<file path="config.mk">
export PLATFORM = sky130hd
export DESIGN_NAME = zbt_sram
export DESIGN_NICKNAME = d
export VERILOG_FILES = /design/src/rtl/zbt_pkg.sv /design/src/rtl/zbt_ctrl_pipe.sv /design/src/rtl/zbt_lane_array.sv /design/src/rtl/zbt_read_port.sv /design/src/rtl/zbt_sram.sv
export SDC_FILE = /design/constraint.sdc
export NUM_CORES = 2
export LEC_CHECK = 0
export BUFFER_PORTS_ARGS = -buffer_cell sky130_fd_sc_hd__buf_2
export CAP_MARGIN = 10
export CORE_AREA = 3 3 396 398
export CTS_BUF_LIST = sky130_fd_sc_hd__clkbuf_16
export DETAILED_ROUTE_END_ITERATION = 10
export DIE_AREA = 0 0 399 401
export PLACE_DENSITY_LB_ADDON = 0.25
export SLEW_MARGIN = 20
export SYNTH_ARGS = -nofsm -noshare
export SYNTH_HDL_FRONTEND = slang
export SYNTH_SLANG_ARGS = --single-unit
</file>
<file path="constraint.sdc">
create_clock -name clk -period 3.6 [get_ports clk]
set_input_delay 0.36 -clock clk [delete_from_list [all_inputs] [get_ports clk]]
set_output_delay 0.36 -clock clk [all_outputs]
set_load 0.1 [all_outputs]
</file>
<file path="src/rtl/zbt_pkg.sv">
package zbt_pkg;

  // Kind of operation held in a pipeline slot
  typedef enum logic [1:0] {
    OP_NONE = 2'd0,
    OP_RD   = 2'd1,
    OP_WR   = 2'd2
  } op_e;

  // All three selects must agree for a request to be taken
  function automatic logic chip_selected(input logic a_n, input logic b_n, input logic c);
    return ~a_n & ~b_n & c;
  endfunction

endpackage

</file>
<file path="src/rtl/zbt_ctrl_pipe.sv">
module zbt_ctrl_pipe
  import zbt_pkg::*;
#(
  parameter int ADDR_W = 6,
  parameter int LANES  = 4
) (
  input  logic              clk,
  input  logic              rst_n,
  input  logic              adv,
  input  logic              sel_a_n,
  input  logic              sel_b_n,
  input  logic              sel_c,
  input  logic              req_valid,
  input  logic              req_wr,
  input  logic [ADDR_W-1:0] req_addr,
  input  logic [LANES-1:0]  byte_we_n,
  output op_e               s2_op,
  output logic [ADDR_W-1:0] s2_addr,
  output logic [LANES-1:0]  s2_lane_we
);

  localparam int STAGES = 2;

  op_e               op_q   [STAGES];
  logic [ADDR_W-1:0] addr_q [STAGES];
  logic [LANES-1:0]  we_q   [STAGES];

  logic              sel;
  op_e               op_in;
  logic [LANES-1:0]  we_in;

  always_comb begin
    sel   = chip_selected(sel_a_n, sel_b_n, sel_c);
    op_in = OP_NONE;
    if (req_valid && sel) op_in = req_wr ? OP_WR : OP_RD;
    // lane enables only mean something on writes
    we_in = (op_in == OP_WR) ? ~byte_we_n : '0;
  end

  generate
    for (genvar s = 0; s < STAGES; s++) begin : g_stage
      if (s == 0) begin : g_head
        always_ff @(posedge clk or negedge rst_n) begin
          if (!rst_n) begin
            op_q[0]   <= OP_NONE;
            addr_q[0] <= '0;
            we_q[0]   <= '0;
          end else if (adv) begin
            op_q[0]   <= op_in;
            addr_q[0] <= req_addr;
            we_q[0]   <= we_in;
          end
        end
      end else begin : g_tail
        always_ff @(posedge clk or negedge rst_n) begin
          if (!rst_n) begin
            op_q[s]   <= OP_NONE;
            addr_q[s] <= '0;
            we_q[s]   <= '0;
          end else if (adv) begin
            op_q[s]   <= op_q[s-1];
            addr_q[s] <= addr_q[s-1];
            we_q[s]   <= we_q[s-1];
          end
        end
      end
    end
  endgenerate

  assign s2_op      = op_q[STAGES-1];
  assign s2_addr    = addr_q[STAGES-1];
  assign s2_lane_we = we_q[STAGES-1];


  desel_empty_chk: assert property (@(posedge clk) disable iff (!rst_n)
    (adv && req_valid && !(~sel_a_n & ~sel_b_n & sel_c)) |=> (op_q[0] == OP_NONE));


  ctrl_freeze_chk: assert property (@(posedge clk) disable iff (!rst_n)
    !adv |=> ($stable(op_q[0]) && $stable(op_q[1]) && $stable(addr_q[1])));

endmodule

</file>
<file path="src/rtl/zbt_lane_array.sv">
module zbt_lane_array #(
  parameter int ADDR_W = 6,
  parameter int LANES  = 4,
  parameter int LANE_W = 9
) (
  input  logic                    clk,
  input  logic                    adv,
  input  logic                    wr_en,
  input  logic [ADDR_W-1:0]       addr,
  input  logic [LANES-1:0]        lane_we,
  input  logic [LANES*LANE_W-1:0] wdata,
  output logic [LANES*LANE_W-1:0] rdata
);

  localparam int DEPTH = 1 << ADDR_W;

  generate
    for (genvar g = 0; g < LANES; g++) begin : g_lane
      logic [LANE_W-1:0] mem [DEPTH];

      always_ff @(posedge clk) begin
        if (adv && wr_en && lane_we[g]) mem[addr] <= wdata[g*LANE_W +: LANE_W];
      end

      assign rdata[g*LANE_W +: LANE_W] = mem[addr];
    end
  endgenerate

endmodule

</file>
<file path="src/rtl/zbt_read_port.sv">
module zbt_read_port #(
  parameter int DATA_W = 36
) (
  input  logic              clk,
  input  logic              rst_n,
  input  logic              adv,
  input  logic              rd_fire,
  input  logic [DATA_W-1:0] rd_word,
  input  logic              oe_n,
  output logic [DATA_W-1:0] bus_out,
  output logic              rd_drive,
  output logic              bus_oe
);

  logic [DATA_W-1:0] dq;
  logic              drive_q;

  always_ff @(posedge clk or negedge rst_n) begin
    if (!rst_n) begin
      dq      <= '0;
      drive_q <= 1'b0;
    end else if (adv) begin
      drive_q <= rd_fire;
      if (rd_fire) dq <= rd_word;
    end
  end

  assign bus_out  = dq;
  assign rd_drive = drive_q;
  assign bus_oe   = drive_q & ~oe_n;


  out_freeze_chk: assert property (@(posedge clk) disable iff (!rst_n)
    !adv |=> ($stable(dq) && $stable(drive_q)));

endmodule

</file>
<file path="src/rtl/zbt_sram.sv">
module zbt_sram
  import zbt_pkg::*;
#(
  parameter int ADDR_W = 6,
  parameter int LANES  = 4,
  parameter int LANE_W = 9
) (
  input  logic                    clk,
  input  logic                    rst_n,
  input  logic                    cken_n,
  input  logic                    sel_a_n,
  input  logic                    sel_b_n,
  input  logic                    sel_c,
  input  logic                    req_valid,
  input  logic                    req_wr,
  input  logic [ADDR_W-1:0]       req_addr,
  input  logic [LANES-1:0]        byte_we_n,
  input  logic [LANES*LANE_W-1:0] bus_in,
  input  logic                    oe_n,
  output logic [LANES*LANE_W-1:0] bus_out,
  output logic                    bus_oe
);

  localparam int DATA_W = LANES * LANE_W;

  logic              adv;
  op_e               s2_op;
  logic [ADDR_W-1:0] s2_addr;
  logic [LANES-1:0]  s2_lane_we;
  logic [DATA_W-1:0] arr_rdata;
  logic              rd_drive;

  assign adv = ~cken_n;

  zbt_ctrl_pipe #(.ADDR_W(ADDR_W), .LANES(LANES)) u_ctrl (
    .clk        (clk),
    .rst_n      (rst_n),
    .adv        (adv),
    .sel_a_n    (sel_a_n),
    .sel_b_n    (sel_b_n),
    .sel_c      (sel_c),
    .req_valid  (req_valid),
    .req_wr     (req_wr),
    .req_addr   (req_addr),
    .byte_we_n  (byte_we_n),
    .s2_op      (s2_op),
    .s2_addr    (s2_addr),
    .s2_lane_we (s2_lane_we)
  );

  zbt_lane_array #(.ADDR_W(ADDR_W), .LANES(LANES), .LANE_W(LANE_W)) u_array (
    .clk     (clk),
    .adv     (adv),
    .wr_en   (s2_op == OP_WR),
    .addr    (s2_addr),
    .lane_we (s2_lane_we),
    .wdata   (bus_in),
    .rdata   (arr_rdata)
  );

  zbt_read_port #(.DATA_W(DATA_W)) u_rport (
    .clk      (clk),
    .rst_n    (rst_n),
    .adv      (adv),
    .rd_fire  (s2_op == OP_RD),
    .rd_word  (arr_rdata),
    .oe_n     (oe_n),
    .bus_out  (bus_out),
    .rd_drive (rd_drive),
    .bus_oe   (bus_oe)
  );


  read_drive_chk: assert property (@(posedge clk) disable iff (!rst_n)
    (adv && s2_op == OP_RD) |=> rd_drive);


  turn_off_chk: assert property (@(posedge clk) disable iff (!rst_n)
    (adv && s2_op != OP_RD) |=> !rd_drive);


  always_comb begin
    if (rst_n && oe_n) oe_gate_chk: assert (!bus_oe);
  end

endmodule

</file>
==> metrics <==
status=completed; combinational power share=15.1%; TritonCTS Buffers=222; layout cells sized above 1=about a quarter; register area share after synthesis=77.0%; initial antenna violation count=10; switching part of the total=27.3%; max cap viols=0; gr usage total=between 30% and 40%; io pins=92; later-pin clock latency in the skew report=0.87 ns; vias in the first global route=53.6k; PwrDens=roughly 600 nW/um2; number of flops mapped to enable cells by yosys=2,304; clock sinks=2,365; Mean Syn Cell Area=between 15 and 20 um2; clock-pin slew on the worst setup and hold paths=approximately 0.070 ns; Yosys reg bits=2,365; Setup crit start kind=flop; drt initial violations=9,660; Layout Nets=5,601; WL/cell=roughly 37 um; deepest clock path buffer count=3; post_cts resized=0; largest net degree at the start of global routing=65; clock network fraction of total power=36.0%; synthesized cell area=91,800 um2; RSZ-0062 raised after global routing=no; Initial DRT Pass Iterations=9; switching pwr=17.2 mW; drt drc=0; gpl congestion=0.956; sequential power share=49.0%; Period minus WS final=approximately 3.3 ns; Synth Flop Type=edfxtp_1; period utilization=91.7%; Mapped Nets=5,095; Sum Neg Setup Slack=0 ns; synth unique cells=71; site row count=144; DRT antenna net count=0; DIE AREA=160,000 um2; effective utilization at floorplan=59.7%; top-area cell type share of the netlist area=between 70% and 80%; worst slew pin tran=1.14 ns; postcts setup bufs=0; Die W=399 um; port bufs=91; Crit path required time=4.34 ns; Cells after Synth=5,040; Worst Hold Class=primary input to flop; Die H=401 um; yosys warns=0; area leader, netlist=edfxtp_1; detailed-route via count=55.8k; number of fillers in the final layout=around 9.7k; total gr overflow=0; TritonCTS clock tree=done; vias per inst=7.17; Post-synth ARST share=2.58%; cts hold-fix bufs=21; dpl hpwl=181,000 um; Hold Vio Cnt, Final=0; crit path DAT=4.04 ns; Final Setup Violations=0; most common cell in the netlist=edfxtp_1; Post-Route WL=~290,000 um; Core ar.=154,000 um2; fmax=0.303 GHz; H-tree depth=4; Fin Clk Skew=approximately 0.033 ns; Int Power=roughly 46 mW; Setup CP Type=flop to flop; Power Total=62.8 mW; Final Max Slew Viols=0; root buf cell=clkbuf_16; Post-synth top cells=edfxtp_1, nor2_1, a221oi_1, mux2i_1, mux2_2; Area Growth Syn to Fin=14.1%; Max VDD drop=0.579 mV; Rel. slew slack=between 20% and 30%; Leak=34.3 nW; endpoint class of the critical path=flop; crit-path max FO=51; Area contributors post-synth=edfxtp_1, mux4_2, mux2i_1; global-route wire length before repair=402,000 um
[path summary, 6_finish.rpt]
path	to	slack, ns	cells after the start	start
setup / recovery	u_rport.bus_out[25]	0.30	6	u_ctrl.s2_addr[2]
hold / removal	u_array.g_lane[3].mem[30][3]	0.05	1	bus_in[30]
setup reg to reg	u_rport.bus_out[25]	0.30	6	u_ctrl.s2_addr[2]
hold reg to reg	u_rport.rd_drive	0.49	2	u_rport.rd_drive
max in group asynchronous	u_rport.bus_out[1]	2.64	3	rst_n
min in group asynchronous	u_rport.rd_drive	0.09	2	rst_n
[flip-flops by register name, indices dropped and copies added, names as in the netlist]
signal and cells:
u_ctrl.op_q 2, u_ctrl.s2_lane_we 4, u_array.g_lane.mem 2304, u_rport.bus_out 36, u_ctrl.addr_q 6, u_ctrl.s2_op 2, u_ctrl.s2_addr 6, u_ctrl.we_q 4
u_rport.rd_drive 1
[power by group through the flow]
stage,combinational [mW],sequential (mW),clock (mW)
2_1_floorplan,4.30,32.4,0
3_3_place_gp,9.05,31.3,0
3_5_place_dp,9.15,31.3,0
4_1_cts,9.22,30.8,22.7
5_1_grt,9.65,30.8,23.8
6_report,9.47,30.8,22.6
[through the flow]
step           util (%)  instance area (um2)  worst slack [ns]  hold WS, ns  cells
2_1_floorplan         -                91800             0.955       0.0644   5040
5_1_grt            68.1               105000             0.229       0.0511   7786
4_1_cts            68.1               105000             0.375      0.00498   7786
3_5_place_dp       63.4                97400             0.386        0.414   7345
6_report           68.1               105000             0.298       0.0514   7791
3_3_place_gp       63.4                97400             0.402        0.414   7343
[cell type report]
type / instances / area [um2] / area share [%]
flip-flops and latches: 2365 / 70700 / 67.5
multi-input cells: 2306 / 19100 / 18.3
clock buffers: 226 / 5660 / 5.40
repair buffers: 646 / 5220 / 4.99
well taps: 2044 / 2560 / 2.44
clock inverters: 194 / 1360 / 1.30
inverters: 5 / 28.8 / 0.0275
diodes: 5 / 12.5 / 0.0119
[routing by layer]
metal,wire (um),global-route usage [%]
met5,71,0
met4,17800,18.8
met3,42300,10.5
met2,128000,52.0
met1,99100,49.3
[cell families after synthesis]
family,Yosys count,synth area share [%]
flops,2365,77.0
simple gates,669,3.05
compound gates,1025,8.30
mux,612,9.35
buf+inv,369,2.25
[cells in the final DEF (no fill, tap or decap), types with 11 or more instances in the layout]
| master | Yosys | final |
|---|---|---|
| bufinv_16 | 0 | 16 |
| mux2_2 | 202 | 202 |
| a22o_1 | 44 | 44 |
| nor2_1 | 388 | 383 |
| clkinv_2 | 0 | 46 |
| buf_2 | 121 | 72 |
| clkinv_1 | 0 | 59 |
| nand2_1 | 169 | 164 |
| clkbuf_16 | 0 | 226 |
| mux2i_1 | 232 | 232 |
| buf_4 | 67 | 513 |
| edfxtp_1 | 2304 | 2304 |
| buf_12 | 0 | 40 |
| a221o_1 | 23 | 23 |
| o2bb2ai_1 | 20 | 20 |
| nor3_1 | 18 | 14 |
| a22oi_1 | 198 | 198 |
| o211ai_1 | 11 | 11 |
| o22ai_1 | 113 | 113 |
| o22a_1 | 14 | 14 |
| o32a_1 | 12 | 12 |
| nand3_1 | 25 | 25 |
| a21oi_1 | 104 | 104 |
| mux4_2 | 173 | 173 |
| a221oi_1 | 257 | 257 |
| o221ai_1 | 19 | 19 |
| o21ai_0 | 106 | 106 |
| dlygate4sd3_1 | 0 | 21 |
| a211oi_1 | 12 | 12 |
| dfrtp_1 | 61 | 58 |
| a31oi_1 | 32 | 32 |
| inv_1 | 2 | 54 |
[worst max-delay path: stages (launching register included)]
cell     delay, ns
dfrtp_4       0.85
buf_12        0.39
buf_4         0.36
mux4_2        0.34
a22oi_1       0.54
nand4_1       0.25
o32a_1        0.39
No activity file was read; power rests on OpenSTA's default activity.
